`src/rtl/pgw_pkg.sv`:
```
package pgw_pkg;

    typedef enum logic [2:0] {
        S_IDLE,
        S_DIR_RD,
        S_DIR_WB,
        S_TBL_RD,
        S_LEAF_WB,
        S_RESP
    } walk_state_t;

    // entry flag positions
    localparam int F_PRES  = 0;
    localparam int F_WR    = 1;
    localparam int F_USR   = 2;
    localparam int F_ACC   = 5;
    localparam int F_DIRTY = 6;
    localparam int F_LARGE = 7;
    localparam int F_RSV4M = 21;

    // error code positions
    localparam int E_P    = 0;
    localparam int E_W    = 1;
    localparam int E_U    = 2;
    localparam int E_RSVD = 3;
    localparam int E_ID   = 4;
    localparam int ERR_W  = 5;

endpackage

```
`src/rtl/pgw_addr.sv`:
```
module pgw_addr #(
    parameter int ADDR_W = 32,
    parameter int PA_W   = 40
) (
    input  logic              a20_gate,
    input  logic [ADDR_W-1:0] root,
    input  logic [ADDR_W-1:0] va,
    input  logic [ADDR_W-1:0] pde,
    input  logic [ADDR_W-1:0] pte,
    output logic [ADDR_W-1:0] dir_addr,
    output logic [ADDR_W-1:0] tbl_addr,
    output logic [PA_W-1:0]   pa_flat,
    output logic [PA_W-1:0]   pa_small,
    output logic [PA_W-1:0]   pa_big
);
    localparam int HI_W = PA_W - ADDR_W;
    localparam logic [ADDR_W-1:0] FRAME_M = 32'hFFFF_F000;
    localparam logic [ADDR_W-1:0] IDX_M   = 32'h0000_0FFC;
    localparam logic [ADDR_W-1:0] LARGE_M = 32'hFFC0_0000;

    logic [ADDR_W-1:0] a20_mask;

    always_comb begin
        a20_mask     = '1;
        a20_mask[20] = a20_gate;
        dir_addr = ((root & FRAME_M) + ((va >> 20) & IDX_M)) & a20_mask;
        tbl_addr = ((pde & FRAME_M) + ((va >> 10) & IDX_M)) & a20_mask;
        pa_flat  = {{HI_W{1'b0}}, va & a20_mask};
        pa_small = {{HI_W{1'b0}}, (pte & a20_mask & FRAME_M) | (va & ~FRAME_M)};
        pa_big   = {pde[13 +: HI_W], (pde & LARGE_M) | (va & ~LARGE_M)};
    end

endmodule

```
`src/rtl/pgw_perm.sv`:
```
module pgw_perm
    import pgw_pkg::*;
(
    input  logic             present,
    input  logic             leaf,
    input  logic             rsvd,
    input  logic             us_ok,
    input  logic             rw_ok,
    input  logic             acc_write,
    input  logic             acc_user,
    input  logic             acc_fetch,
    input  logic             wp_en,
    input  logic             smep_en,
    output logic             fault,
    output logic [ERR_W-1:0] err
);
    logic prot;
    logic viol;

    always_comb begin
        if (acc_user) begin
            prot = !us_ok || (acc_write && !rw_ok);
        end else begin
            prot = (acc_fetch && smep_en && us_ok) ||
                   (acc_write && wp_en && !rw_ok);
        end
        viol        = leaf && (rsvd || prot);
        fault       = !present || viol;
        err         = '0;
        err[E_P]    = present && viol;
        err[E_W]    = acc_write;
        err[E_U]    = acc_user;
        err[E_RSVD] = present && leaf && rsvd;
        err[E_ID]   = acc_fetch && smep_en;
    end

endmodule

```
`src/rtl/pgwalk32.sv`:
```
module pgwalk32
    import pgw_pkg::*;
#(
    parameter int ADDR_W = 32,
    parameter int PA_W   = 40
) (
    input  logic              clk,
    input  logic              rst_n,
    input  logic              req_valid,
    output logic              req_ready,
    input  logic [ADDR_W-1:0] req_va,
    input  logic              req_write,
    input  logic              req_user,
    input  logic              req_fetch,
    input  logic              cfg_paging,
    input  logic              cfg_pse,
    input  logic              cfg_wp,
    input  logic              cfg_smep,
    input  logic              cfg_a20,
    input  logic [ADDR_W-1:0] cfg_root,
    output logic              mem_req,
    output logic              mem_we,
    output logic [ADDR_W-1:0] mem_addr,
    output logic [ADDR_W-1:0] mem_wdata,
    input  logic              mem_ack,
    input  logic [ADDR_W-1:0] mem_rdata,
    output logic              done,
    output logic              fault,
    output logic [ERR_W-1:0]  err_code,
    output logic [PA_W-1:0]   pa,
    output logic              big_page
);
    localparam logic [ADDR_W-1:0] ACC_BIT   = ADDR_W'(1) << F_ACC;
    localparam logic [ADDR_W-1:0] DIRTY_BIT = ADDR_W'(1) << F_DIRTY;

    walk_state_t state, nxt;

    // latched request and walk context
    logic [ADDR_W-1:0] va_q;
    logic              wr_q, usr_q, fch_q;
    logic [ADDR_W-1:0] pde_q;
    logic [ADDR_W-1:0] ent_addr_q;
    logic [ADDR_W-1:0] leaf_q;
    logic              res_fault;
    logic [ERR_W-1:0]  res_err;
    logic [PA_W-1:0]   res_pa;
    logic              res_big;

    // datapath
    logic [ADDR_W-1:0] pde_src;
    logic [ADDR_W-1:0] dir_addr, tbl_addr;
    logic [PA_W-1:0]   pa_flat, pa_small, pa_big;
    logic              in_dir, in_tbl;
    logic              is_big;
    logic              leaf_c, rsvd_c, us_ok_c, rw_ok_c;
    logic              fault_c;
    logic [ERR_W-1:0]  err_c;
    logic [ADDR_W-1:0] upd_entry;
    logic              need_wb;

    assign in_dir  = (state == S_DIR_RD);
    assign in_tbl  = (state == S_TBL_RD);
    assign pde_src = in_dir ? mem_rdata : pde_q;

    pgw_addr #(.ADDR_W(ADDR_W), .PA_W(PA_W)) u_addr (
        .a20_gate (cfg_a20),
        .root     (cfg_root),
        .va       (va_q),
        .pde      (pde_src),
        .pte      (mem_rdata),
        .dir_addr (dir_addr),
        .tbl_addr (tbl_addr),
        .pa_flat  (pa_flat),
        .pa_small (pa_small),
        .pa_big   (pa_big)
    );

    always_comb begin
        is_big    = cfg_pse && mem_rdata[F_LARGE];
        leaf_c    = in_tbl || is_big;
        rsvd_c    = in_dir && is_big && mem_rdata[F_RSV4M];
        us_ok_c   = mem_rdata[F_USR] && (in_tbl ? pde_q[F_USR] : 1'b1);
        rw_ok_c   = mem_rdata[F_WR]  && (in_tbl ? pde_q[F_WR]  : 1'b1);
        upd_entry = mem_rdata | ACC_BIT | (wr_q ? DIRTY_BIT : '0);
        need_wb   = (upd_entry != mem_rdata);
    end

    pgw_perm u_perm (
        .present   (mem_rdata[F_PRES]),
        .leaf      (leaf_c),
        .rsvd      (rsvd_c),
        .us_ok     (us_ok_c),
        .rw_ok     (rw_ok_c),
        .acc_write (wr_q),
        .acc_user  (usr_q),
        .acc_fetch (fch_q),
        .wp_en     (cfg_wp),
        .smep_en   (cfg_smep),
        .fault     (fault_c),
        .err       (err_c)
    );

    // next state
    always_comb begin
        nxt = state;
        unique case (state)
            S_IDLE: begin
                if (req_valid) nxt = cfg_paging ? S_DIR_RD : S_RESP;
            end
            S_DIR_RD: begin
                if (mem_ack) begin
                    if (fault_c)                nxt = S_RESP;
                    else if (is_big)            nxt = need_wb ? S_LEAF_WB : S_RESP;
                    else if (!mem_rdata[F_ACC]) nxt = S_DIR_WB;
                    else                        nxt = S_TBL_RD;
                end
            end
            S_DIR_WB: begin
                if (mem_ack) nxt = S_TBL_RD;
            end
            S_TBL_RD: begin
                if (mem_ack) begin
                    if (fault_c)      nxt = S_RESP;
                    else if (need_wb) nxt = S_LEAF_WB;
                    else              nxt = S_RESP;
                end
            end
            S_LEAF_WB: begin
                if (mem_ack) nxt = S_RESP;
            end
            S_RESP:  nxt = S_IDLE;
            default: nxt = S_IDLE;
        endcase
    end

    // state register
    always_ff @(posedge clk) begin
        if (!rst_n) state <= S_IDLE;
        else        state <= nxt;
    end

    // walk context capture
    always_ff @(posedge clk) begin
        if (!rst_n) begin
            va_q       <= '0;
            wr_q       <= 1'b0;
            usr_q      <= 1'b0;
            fch_q      <= 1'b0;
            pde_q      <= '0;
            ent_addr_q <= '0;
            leaf_q     <= '0;
            res_fault  <= 1'b0;
            res_err    <= '0;
            res_pa     <= '0;
            res_big    <= 1'b0;
        end else begin
            if (state == S_IDLE && req_valid) begin
                va_q      <= req_va;
                wr_q      <= req_write;
                usr_q     <= req_user;
                fch_q     <= req_fetch;
                res_fault <= 1'b0;
                res_err   <= '0;
                res_big   <= 1'b0;
                res_pa    <= {{(PA_W-ADDR_W){1'b0}}, req_va & {{(ADDR_W-21){1'b1}}, cfg_a20, 20'hFFFFF}};
            end
            if (in_dir && mem_ack) begin
                pde_q      <= mem_rdata;
                ent_addr_q <= dir_addr;
                leaf_q     <= upd_entry;
                res_fault  <= fault_c;
                res_err    <= err_c;
                res_big    <= is_big;
                res_pa     <= pa_big;
            end
            if (in_tbl && mem_ack) begin
                ent_addr_q <= tbl_addr;
                leaf_q     <= upd_entry;
                res_fault  <= fault_c;
                res_err    <= err_c;
                res_big    <= 1'b0;
                res_pa     <= pa_small;
            end
        end
    end

    // outputs
    always_comb begin
        req_ready = 1'b0;
        mem_req   = 1'b0;
        mem_we    = 1'b0;
        mem_addr  = '0;
        mem_wdata = '0;
        done      = 1'b0;
        unique case (state)
            S_IDLE:   req_ready = 1'b1;
            S_DIR_RD: begin
                mem_req  = 1'b1;
                mem_addr = dir_addr;
            end
            S_DIR_WB: begin
                mem_req   = 1'b1;
                mem_we    = 1'b1;
                mem_addr  = ent_addr_q;
                mem_wdata = pde_q | ACC_BIT;
            end
            S_TBL_RD: begin
                mem_req  = 1'b1;
                mem_addr = tbl_addr;
            end
            S_LEAF_WB: begin
                mem_req   = 1'b1;
                mem_we    = 1'b1;
                mem_addr  = ent_addr_q;
                mem_wdata = leaf_q;
            end
            S_RESP:  done = 1'b1;
            default: ;
        endcase
        fault    = done && res_fault;
        err_code = done ? res_err : '0;
        pa       = done ? res_pa  : '0;
        big_page = done && res_big;
    end

    // pa_flat is the registered identity path's combinational twin; kept observable
    logic unused_flat;
    assign unused_flat = ^pa_flat;

endmodule

```
`config.mk`:
```
export PLATFORM = sky130hd
export DESIGN_NAME = pgwalk32
export DESIGN_NICKNAME = d
export VERILOG_FILES = /design/src/rtl/pgw_pkg.sv /design/src/rtl/pgw_addr.sv /design/src/rtl/pgw_perm.sv /design/src/rtl/pgwalk32.sv
export SDC_FILE = /design/constraint.sdc
export NUM_CORES = 1
export LEC_CHECK = 0
export BUFFER_PORTS_ARGS = -buffer_cell sky130_fd_sc_hd__buf_2
export CORE_ASPECT_RATIO = 1.4
export CORE_MARGIN = 5
export CORE_UTILIZATION = 50
export DETAILED_ROUTE_END_ITERATION = 8
export PLACE_DENSITY = 0.75
export SLEW_MARGIN = 5
export SYNTH_ARGS = -nofsm -noshare
export SYNTH_HDL_FRONTEND = slang
export SYNTH_SLANG_ARGS = --single-unit
```
`constraint.sdc`:
```
create_clock -name clk -period 1.9 [get_ports clk]
set_input_delay 0.285 -clock clk [delete_from_list [all_inputs] [get_ports clk]]
set_output_delay 0.285 -clock clk [all_outputs]
set_load 0.005 [all_outputs]
```
==> results of run 1 <==
==> cell usage in the layout (no fill, tap or decap), types with 20 or more instances in the layout <==
| cell type | synthesis | final |
|---|---|---|
| sky130_fd_sc_hd__a21boi_0 | 98 | 98 |
| sky130_fd_sc_hd__a21oi_2 | 0 | 25 |
| sky130_fd_sc_hd__a22o_1 | 32 | 31 |
| sky130_fd_sc_hd__a31oi_1 | 22 | 22 |
| sky130_fd_sc_hd__and2_1 | 49 | 46 |
| sky130_fd_sc_hd__buf_2 | 35 | 204 |
| sky130_fd_sc_hd__buf_4 | 6 | 41 |
| sky130_fd_sc_hd__clkbuf_16 | 0 | 20 |
| sky130_fd_sc_hd__dfxtp_1 | 178 | 175 |
| sky130_fd_sc_hd__mux2_4 | 0 | 25 |
| sky130_fd_sc_hd__nand2_1 | 263 | 262 |
| sky130_fd_sc_hd__nor2_1 | 87 | 86 |
| sky130_fd_sc_hd__nor3b_1 | 33 | 32 |
| sky130_fd_sc_hd__o21ai_0 | 53 | 26 |
==> stage by stage <==
step	hold slack [ns]	TNS, ns	setup slack [ns]	power [W]
global placement	0.439	0	0.0500	0.00587
detailed placement	0.448	0	0.0202	0.00590
finish	0.0939	-10.65	-0.216	0.00969
CTS	0.0809	-23.09	-0.256	0.00957
floorplan	0.383	0	0.222	0.00524
global route	0.104	-18.57	-0.280	0.0101
==> worst max-delay path, cell delays in order (launching register included) <==
cell	delay, ns
sky130_fd_sc_hd__dfxtp_4	0.36
sky130_fd_sc_hd__buf_12	0.15
sky130_fd_sc_hd__buf_8	0.13
sky130_fd_sc_hd__bufbuf_16	0.26
sky130_fd_sc_hd__and3_4	0.18
sky130_fd_sc_hd__a21oi_4	0.12
sky130_fd_sc_hd__o21ai_2	0.07
sky130_fd_sc_hd__buf_2	0.13
==> worst max path at each step <==
stage                    end  slack, ns  cells after the start
6_report        mem_addr[24]      -0.22                      7
5_1_grt        mem_wdata[25]      -0.28                      7
4_1_cts         mem_addr[30]      -0.26                      6
3_5_place_dp       res_pa[9]       0.02                      7
3_3_place_gp       res_pa[7]       0.05                      7
2_1_floorplan   mem_wdata[0]       0.22                      6
==> what timing repair did <==
item                                    in CTS  in global routing
pin swaps                                    4                 22
gates resized for setup                     32                116
buffers inserted                            13                  9
cloned                                       5                  4
endpoints found under the setup margin     111                165
==> logic make-up after synthesis <==
logic type / Yosys count / synth area share, %
xor gates and xnor gates: 1 / 0.102
muxes: 39 / 5.09
and+or+nand+nor: 489 / 26.2
DFF: 178 / 41.5
AOI/OAI and AO/OA: 276 / 22.0
buffers and inverters: 100 / 5.14
other: 1 / 0.0436
==> per-layer routing <==
layer	share of wire [%]	GRT usage, %	vias up
li1	-	-	4093
met1	41	33.1	4065
met2	51	44.6	301
met3	5.9	5.18	43
met4	2.4	9.07	0
met5	0	0	-
==> state kept, by name (all words and copies together), names as in the netlist <==
register    cells
res_pa         40
pde_q          31
va_q           32
wr_q            1
fch_q           1
res_err         5
res_fault       1
res_big         1
leaf_q         32
usr_q           1
state           3
ent_addr_q     30
==> cell type report <==
type	instances	area share, %
diodes	1	0.0219
well taps	203	2.22
inverters	2	0.0657
clock inverters	15	1.53
flip-flops and latches	178	31.3
multi-input cells	807	43.6
clock buffers	17	3.72
repair buffers	283	17.6
==> power by group <==
group	switching (W)	total, W	internal [W]
clock network	0.00160	0.00359	0.00199
logic	0.00106	0.00189	0.000831
registers	0.000188	0.00422	0.00403
total	0.00285	0.00969	0.00684
==> impl_results.md, run 1 <==
* Launch point of the worst path: state[1]
* Setup repair after global routing missed its margin: true
* Core area at 16800 µm²
* Main synth FF type: sky130_fd_sc_hd__dfxtp_1
* Library cells used by synthesis at 45
* Drt initial violations at ~640
* Total global routing track utilization at about a quarter
* DR vias at between 8000 and 9000
* Finished Layout Cells at about 1500
* Startpoint-to-endpoint class of the critical path: reg2out
* Max-cap violation count at 0
* Syn Inst Count at 1084
* Cell depth of the worst min-delay path at 3
* Kind of end point of the critical path: output port
* Reg-to-Reg End: state[2]
* Count of hold-fix buffers inserted at cts at 0
* Top area cells in the synthesized netlist: sky130_fd_sc_hd__dfxtp_1 41%, sky130_fd_sc_hd__nand2_1 11%, sky130_fd_sc_hd__a21boi_0 8.6%
* Maximum fanout count along the critical path at 7
* Clock transition time at the flip-flop clock pins of the worst setup and hold paths at ~0.07 ns
* FFs w/ async S/R, synth at 0%
* Final instance area at roughly 11000 µm²
* Maximum number of pins on one net before global-route repair at 66
* Detailed-route wire length per cell at 18.3 µm
* Clk Tree Root Cell: sky130_fd_sc_hd__clkbuf_16
* # placed instances at around 1400
* Hold EP: fch_q
* Type of the most critical hold path: in2reg
* Minimum clock period at approximately 2.1 ns
* Initial antenna violation count at 0
* Summed instance area of the synthesized netlist at 8600 µm²
* Share of the cycle needed by the critical path after routing at 111%
* Commonest cells in the synthesized netlist: 263 x sky130_fd_sc_hd__nand2_1, 178 x sky130_fd_sc_hd__dfxtp_1, 98 x sky130_fd_sc_hd__a21boi_0
* First-pass GRT wire length at 41400 µm
* Worst Reg2Reg Path Length in Cells at 6
* Count of TritonRoute iterations in the first routing pass at 5
* Seq/Total Area, Yosys at 41.5%
* Share of cells above drive strength 1 at 32.8%
* Clock Sink Count at between 150 and 200
* Area growth from synthesis to layout at 33.0%
* Cell accounting for the most synthesized area: sky130_fd_sc_hd__dfxtp_1
* Launching element type of the critical path: register
* Die footprint at ~20000 µm²
* Residual antenna-violating net count after detailed routing at 0
* EDFF count, synth at 0
* Number of levels the H-tree was split into at 4
* TritonCTS clock tree: done
* Worst-skew pair later-pin latency at between 0.4 and 0.5 ns
* Skew final at just over 0.009 ns
* Area of the multi-input gates at approximately 5000 µm²
* Die width at between 100 and 150 µm
* HPWL after DPL at roughly 18000 µm
* Run status: finished with violations
* Number of primary I/O pins at 223
* Maximum clock frequency at between 0.4 and 0.5 GHz
* Final Routed Wirelength at 27600 µm
* Number of nets in the layout at roughly 1400
* Vias in the first global route at about 7900
* Avg Synthesized Cell Area at 7.93 µm²
* Sequential standard cell area at 3570 µm²
* Failing checks: negative setup slack
* Final Max Tran Viols at 0
* Dominant cell by count in the synthesized netlist: sky130_fd_sc_hd__nand2_1
* Filler Cell Count at ~1400
* Flop and latch count out of synthesis at ~180
* Placed instance area at between 9000 and 10000 µm²
* Proportion of netlist area held by the largest area contributor at about two fifths
* Detail-routed via count per cell at ~5.6
* DRC at 0
* Worst-case setup margin in the final layout at -0.216 ns
* Cell Pwr Density at 848 nW/µm²
* Register-to-register setup slack at 0.05 ns
* Setup violators final at about 100
* Die boundary height at ~170 µm
* Number of placement rows at between 50 and 60
* Startpoint of the most critical register-to-register path: state[0]
* CTS max path bufs at 2
* Data required time at the worst endpoint at 1.62 ns
* Leak Pwr at just under 5 nW
* Number of buffer cells added on primary ports at 208
* Hold_sp: req_fetch
* Yosys Warn Count at 0
* Sum of overflow across all layers after global routing at 0
* Number of buffers added by the clock tree synthesis step at 17
* Worst-case vdd ir drop at approximately 650 µV
* Final core utilization at ~70%
* Starting utilization of the core area at 51.1%
* Routability-driven placement congestion ratio at 0.845
* Endpoints failing hold at 0
* Data arrival time at the worst-slack endpoint at 1.83 ns
Note: power is estimated with default switching activity, not from simulation.
==> run 2: changes to the inputs <==
CORE_UTILIZATION = 53   (was 50)
PLACE_DENSITY = 0.79   (was 0.75)
==> impl_results.md, run 2 (synthesis gave the netlist of run 1 again) <==
* Clock transition time at the flip-flop clock pins of the worst setup and hold paths at 0.07 ns (about the same)
* Final Routed Wirelength at 29000 µm (+5.0%)
* Die width at 118 µm (-2.6%)
* Die boundary height at 161 µm (-2.7%)
* Setup repair after global routing missed its margin: true
* Routability-driven placement congestion ratio at 0.863 (+2.1%)
* Kind of end point of the critical path: output port
* Drt initial violations at 838 (+32%)
* Count of TritonRoute iterations in the first routing pass at 5 (unchanged)
* Number of levels the H-tree was split into at 4 (unchanged)
* Area growth from synthesis to layout at 39.5%
* Count of hold-fix buffers inserted at cts at 0 (unchanged)
* Number of buffers added by the clock tree synthesis step at 17 (unchanged)
* Clk Tree Root Cell: sky130_fd_sc_hd__clkbuf_16
* CTS max path bufs at 2 (unchanged)
* Die footprint at 18900 µm² (-5.3%)
* Initial antenna violation count at 1 (+1)
* Starting utilization of the core area at 53.6% (+2.5 points)
* Detail-routed via count per cell at 5.84 (+3.5%)
* Overall Power at 0.0100 W (+3.6%)
* Reg-to-Reg End: res_pa[27]
* Place WS at 0.0754 ns (+0.0552 ns)
* Data arrival time at the worst-slack endpoint at 1.87 ns (+0.04 ns)
* CP Cell Sequence: buf_12 -> buf_12 -> mux2_4 -> a21oi_2 -> o21ai_2 -> buf_2
* Minimum clock period at 2.15 ns (+0.0373 ns)
* Residual antenna-violating net count after detailed routing at 0 (unchanged)
* Share of cells above drive strength 1 at 35.3% (+2.5 points)
* TritonCTS clock tree: done
* Worst-skew pair later-pin latency at 0.43 ns (about the same)
* Maximum fanout count along the critical path at 7 (unchanged)
* Number of primary I/O pins at 223 (unchanged)
* Commonest non-fill, non-tap cells in the layout: 263 x sky130_fd_sc_hd__nand2_1, 175 x sky130_fd_sc_hd__dfxtp_1, 160 x sky130_fd_sc_hd__buf_2
* Worst Reg2Reg Path Length in Cells at 5 (-1)
* Register-to-register setup slack at 0 ns (-0.05 ns)
* Worst Setup EP: mem_addr[27]
* Cell depth of the worst min-delay path at 3 (unchanged)
* Total global routing track utilization at 28.1% (+1.9 points)
* Launch point of the worst path: state[1]
* Launching element type of the critical path: register
* Number of nets in the layout at 1406 (+0.64%)
* Number of flip-flops in the largest register at 40 (unchanged)
* Failing checks: negative setup slack
* Cell Pwr Density at 837 nW/µm² (-1.3%)
* Clock Sink Count at 178 (unchanged)
* DR vias at 8827 (+3.8%)
* Maximum clock frequency at 0.464 GHz (-1.7%)
* Sum of overflow across all layers after global routing at 0 (unchanged)
* Vias in the first global route at 8214 (+4.0%)
* Max-cap violation count at 0 (unchanged)
* Core area at 16000 µm² (-4.7%)
* Hold_sp: req_fetch
* Largest registers in the final layout: res_pa: 40 flops, leaf_q: 32 flops, va_q: 32 flops
* Data required time at the worst endpoint at 1.62 ns (about the same)
* Leak Pwr at 5.14 nW (+4.1%)
* Worst-case setup margin in the final layout at -0.253 ns (-0.0373 ns)
* First-pass GRT wire length at 43200 µm (+4.2%)
* Commonest non-fill, non-tap cell in the layout: sky130_fd_sc_hd__nand2_1
* Startpoint-to-endpoint class of the critical path: reg2out
* Final Max Tran Viols at 0 (unchanged)
* Number of buffer cells added on primary ports at 208 (unchanged)
* Type of the most critical hold path: in2reg
* Critical Path Max Stage Delay at 0.39 ns (+0.03 ns)
* Share of the cycle needed by the critical path after routing at 113% (+2.0 points)
* Skew final at 0.00852 ns (-0.000542 ns)
* Setup violators final at 111 (+12%)
* Startpoint of the most critical register-to-register path: state[1]
* HPWL after DPL at 17500 µm (-3.2%)
* Run status: finished with violations
* Most Frequent Cell on Critical Path: sky130_fd_sc_hd__buf_12
* Worst-case vdd ir drop at 697 µV (+7.8%)
* Number of placement rows at 55 (-1.8%)
* Sum of negative setup slack at -17.98 ns (-7.33 ns)
* DRC at 0 (unchanged)
* Endpoints failing hold at 0 (unchanged)
* Filler Cell Count at 1111 (-20%)
* Detailed-route wire length per cell at 19.2 µm (+4.7%)
* Register with the highest flop count: res_pa
* Maximum number of pins on one net before global-route repair at 65 (-1.5%)
* Critical-path cell with the highest stage delay: sky130_fd_sc_hd__dfxtp_4
[run 2: changes by cell type in the layout (fill, tap and decap cells not counted), sizes merged]
cell / change
buf: +13
bufbuf: -3
bufinv: +2
clkinv: -2
clkinvlp: -1
[run 2: worst max-delay path: cells and delay by family (launching register included)]
kind / cells / cell delay [ns]
compound gates: 2 / 0.25
buf+inv: 3 / 0.46
mux: 1 / 0.32
flops: 1 / 0.39
[run 2: worst min path at each step]
stage                      endpoint  slack [ns]
final                         fch_q        0.10
after global routing        va_q[6]         0.1
after CTS                     fch_q        0.09
after detailed placement   va_q[27]        0.44
after global placement     va_q[27]        0.44
after floorplan           res_fault        0.38
[run 2: stage by stage]
step	instance area (µm²)	util, %	hold slack [ns]	std cells
4_1_cts	11400	71.0	0.0924	1500
6_report	12000	74.8	0.101	1511
3_3_place_gp	10000	62.4	0.438	1440
3_5_place_dp	10000	62.4	0.443	1440
2_1_floorplan	8600	-	0.383	1085
5_1_grt	12000	74.8	0.0988	1511
[run 2: what timing repair did]
action                     in CTS  in global routing
setup buffers                  20                 12
pin swaps                      20                 84
gates resized for setup       103                139
gates cloned                   11                  2
setup endpoints to repair     111                136
[run 2: power breakdown]
part | total [W] | switching, W | internal [W]
combinational | 0.00196 | 0.00109 | 0.000872
sequential | 0.00423 | 0.000201 | 0.00403
clock | 0.00385 | 0.00159 | 0.00225
[run 2: cell type report]
class | instances | area [µm²] | share of cell area, %
inverter | 2 | 7.51 | 0.0626
tap | 199 | 249 | 2.08
clock buffer | 18 | 429 | 3.58
antenna | 1 | 2.50 | 0.0209
sequential | 178 | 3570 | 29.8
clock inverter | 14 | 214 | 1.78
multi-input combinational | 807 | 5050 | 42.1
timing repair buffer | 292 | 2470 | 20.6
[run 2: layer usage]
metal	global-route usage, %	routed length, µm	part of all wire (%)	vias to the layer above
met5	0	0	0	-
met3	4.76	2190	7.5	81
met1	35.9	11300	39	4199
li1	-	-	-	4115
met2	45.9	14400	50	432
met4	13.5	1150	4.0	0
==> run 3: changes to the inputs <==
CORE_ASPECT_RATIO = 1.1   (was 1.4)
==> impl_results.md, run 3 (synthesis gave the netlist of run 1 again) <==
* Placed instance area at 9940 µm² (-0.71%)
* Clock Sink Count at 178 (unchanged)
* Clk Tree Root Cell: sky130_fd_sc_hd__clkbuf_16
* Routability-driven placement congestion ratio at 0.875 (+1.4%)
* Total global routing track utilization at 26.9% (-1.2 points)
* Hold_sp: req_write
* Launch point of the worst path: state[1]
* Sum of overflow across all layers after global routing at 0 (unchanged)
* Final Max Tran Viols at 0 (unchanged)
* Setup violators final at 111 (unchanged)
* Initial antenna violation count at 1 (unchanged)
* Starting utilization of the core area at 54.4% (+0.81 points)
* Core area at 15800 µm² (-1.5%)
* HPWL after DPL at 17500 µm (+0.25%)
* Drt initial violations at 635 (-24%)
* Share of the cycle needed by the critical path after routing at 113% (-0.39 points)
* Die width at 131 µm (+12%)
* CP Buf/Inv Count at 4 (+1)
* Worst Reg2Reg Path Length in Cells at 6 (+1)
* Gate family responsible for the most delay along the worst path: buffers and inverters
* Critical Path Max Stage Delay at 0.36 ns (-0.03 ns)
* Number of primary I/O pins at 223 (unchanged)
* DRC at 0 (unchanged)
* Number of flip-flops in the largest register at 40 (unchanged)
* Die boundary height at 144 µm (-11%)
* Startpoint of the most critical register-to-register path: state[1]
* Final instance area at 11000 µm² (-8.0%)
* DR vias at 8371 (-5.2%)
* Detailed-route wire length per cell at 17.8 µm (-7.5%)
* Number of levels the H-tree was split into at 4 (unchanged)
* Register with the highest flop count: res_pa
* Count of TritonRoute iterations in the first routing pass at 5 (unchanged)
* Type of the most critical hold path: in2reg
* Maximum fanout count along the critical path at 40 (+33)
* Startpoint-to-endpoint class of the critical path: reg2out
* Reg-to-Reg End: res_pa[2]
* Place WS at 0.0518 ns (-0.0236 ns)
* Largest registers in the final layout: res_pa: 40 flops, leaf_q: 32 flops, va_q: 32 flops
* Hold EP: wr_q
* Clock transition time at the flip-flop clock pins of the worst setup and hold paths at 0.07 ns (about the same)
* Commonest non-fill, non-tap cells in the layout: 256 x sky130_fd_sc_hd__nand2_1, 206 x sky130_fd_sc_hd__buf_2, 175 x sky130_fd_sc_hd__dfxtp_1
* CTS max path bufs at 2 (unchanged)
* Data required time at the worst endpoint at 1.62 ns (about the same)
* TritonCTS clock tree: done
* Cell depth of the worst min-delay path at 3 (unchanged)
* Worst-skew pair later-pin latency at 0.43 ns (about the same)
* Final Routed Wirelength at 26500 µm (-8.7%)
* Maximum number of pins on one net before global-route repair at 55 (-15%)
* Worst-case setup margin in the final layout at -0.246 ns (+0.00750 ns)
* Critical-path cell with the highest stage delay: sky130_fd_sc_hd__dfxtp_4
* Number of placement rows at 48 (-13%)
* Run status: finished with violations
* Failing checks: negative setup slack
* Cell Pwr Density at 861 nW/µm² (+2.9%)
* Register-to-register setup slack at 0.09 ns (+0.09 ns)
* Data arrival time at the worst-slack endpoint at 1.86 ns (about the same)
* Sum of negative setup slack at -21.10 ns (-3.12 ns)
* Commonest non-fill, non-tap cell in the layout: sky130_fd_sc_hd__nand2_1
* Number of buffers added by the clock tree synthesis step at 17 (unchanged)
* Share of cells above drive strength 1 at 30.4% (-4.9 points)
* Detail-routed via count per cell at 5.61 (-3.9%)
* Maximum clock frequency at 0.466 GHz (+0.35%)
* Critical path depth in cells at 6 (unchanged)
* Vias in the first global route at 8062 (-1.9%)
* Leak Pwr at 4.81 nW (-6.4%)
* First-pass GRT wire length at 41600 µm (-3.7%)
* Kind of end point of the critical path: output port
* Skew final at 0.00827 ns (-0.000253 ns)
* Setup repair after global routing missed its margin: true
* Endpoints failing hold at 0 (unchanged)
* Area growth from synthesis to layout at 28.3%
* Final-layout worst hold slack at 0.0913 ns (-0.00920 ns)
* Worst-case vdd ir drop at 625 µV (-10%)
* Launching element type of the critical path: register
* Die footprint at 18900 µm² (-0.18%)
* Number of buffer cells added on primary ports at 208 (unchanged)
* Max-cap violation count at 0 (unchanged)
* Minimum clock period at 2.15 ns (-0.00750 ns)
* Residual antenna-violating net count after detailed routing at 0 (unchanged)
* Number of nets in the layout at 1385 (-1.5%)
* CP Cell Sequence: buf_8 -> clkinvlp_4 -> and3_2 -> buf_12 -> and2_1 -> buf_2
-- run 3: repair_timing --
item                                    CTS  global route
hold buffers                              0             0
cloned                                    3             0
pin swaps                                 4             8
buffers inserted                         11             6
endpoints found under the setup margin  111           188
resized for setup                        77            37
-- run 3: layer usage --
layer | vias up | track usage, % | routed length, µm
li1 | 4071 | - | -
met1 | 3936 | 34.2 | 11000
met2 | 311 | 45.0 | 12900
met3 | 53 | 5.01 | 1810
met4 | 0 | 11.5 | 793
met5 | - | 0 | 0
-- run 3: per-stage QoR --
step	total power [W]	std cells	util [%]
finish	0.00950	1491	69.8
global route	0.00987	1491	69.8
CTS	0.00945	1484	68.9
detailed placement	0.00589	1438	62.9
global placement	0.00585	1438	62.9
floorplan	0.00524	1085	-
-- run 3: area by class of cell --
type | count | area [µm²]
repair buffers | 271 | 1780
clock buffers | 17 | 425
well taps | 200 | 250
clock inverters | 15 | 158
inverters | 2 | 11.3
fillers | 1282 | 4760
multi-input cells | 807 | 4830
flip-flops and latches | 178 | 3570
diodes | 1 | 2.50
-- run 3: worst max-delay path by stage --
stage	endpoint	slack [ns]
4_1_cts	mem_wdata[0]	-0.24
3_5_place_dp	mem_addr[20]	0.05
5_1_grt	mem_addr[20]	-0.30
6_report	pa[18]	-0.25
3_3_place_gp	mem_addr[20]	0.07
2_1_floorplan	mem_wdata[0]	0.22
-- run 3: worst reg2reg max path, delay by kind of cell (launching register included) --
family | cells | cell delay [ns]
buffers and inverters | 3 | 0.53
flip-flops | 1 | 0.35
AND/OR/NAND/NOR | 2 | 0.61
AO/OA/AOI/OAI | 1 | 0.21
-- run 3: report_power, final --
group | switching, W | internal, W | leakage [nW]
clock network | 0.00155 | 0.00195 | 0.288
logic | 0.00102 | 0.000760 | 3.07
registers | 0.000194 | 0.00403 | 1.46
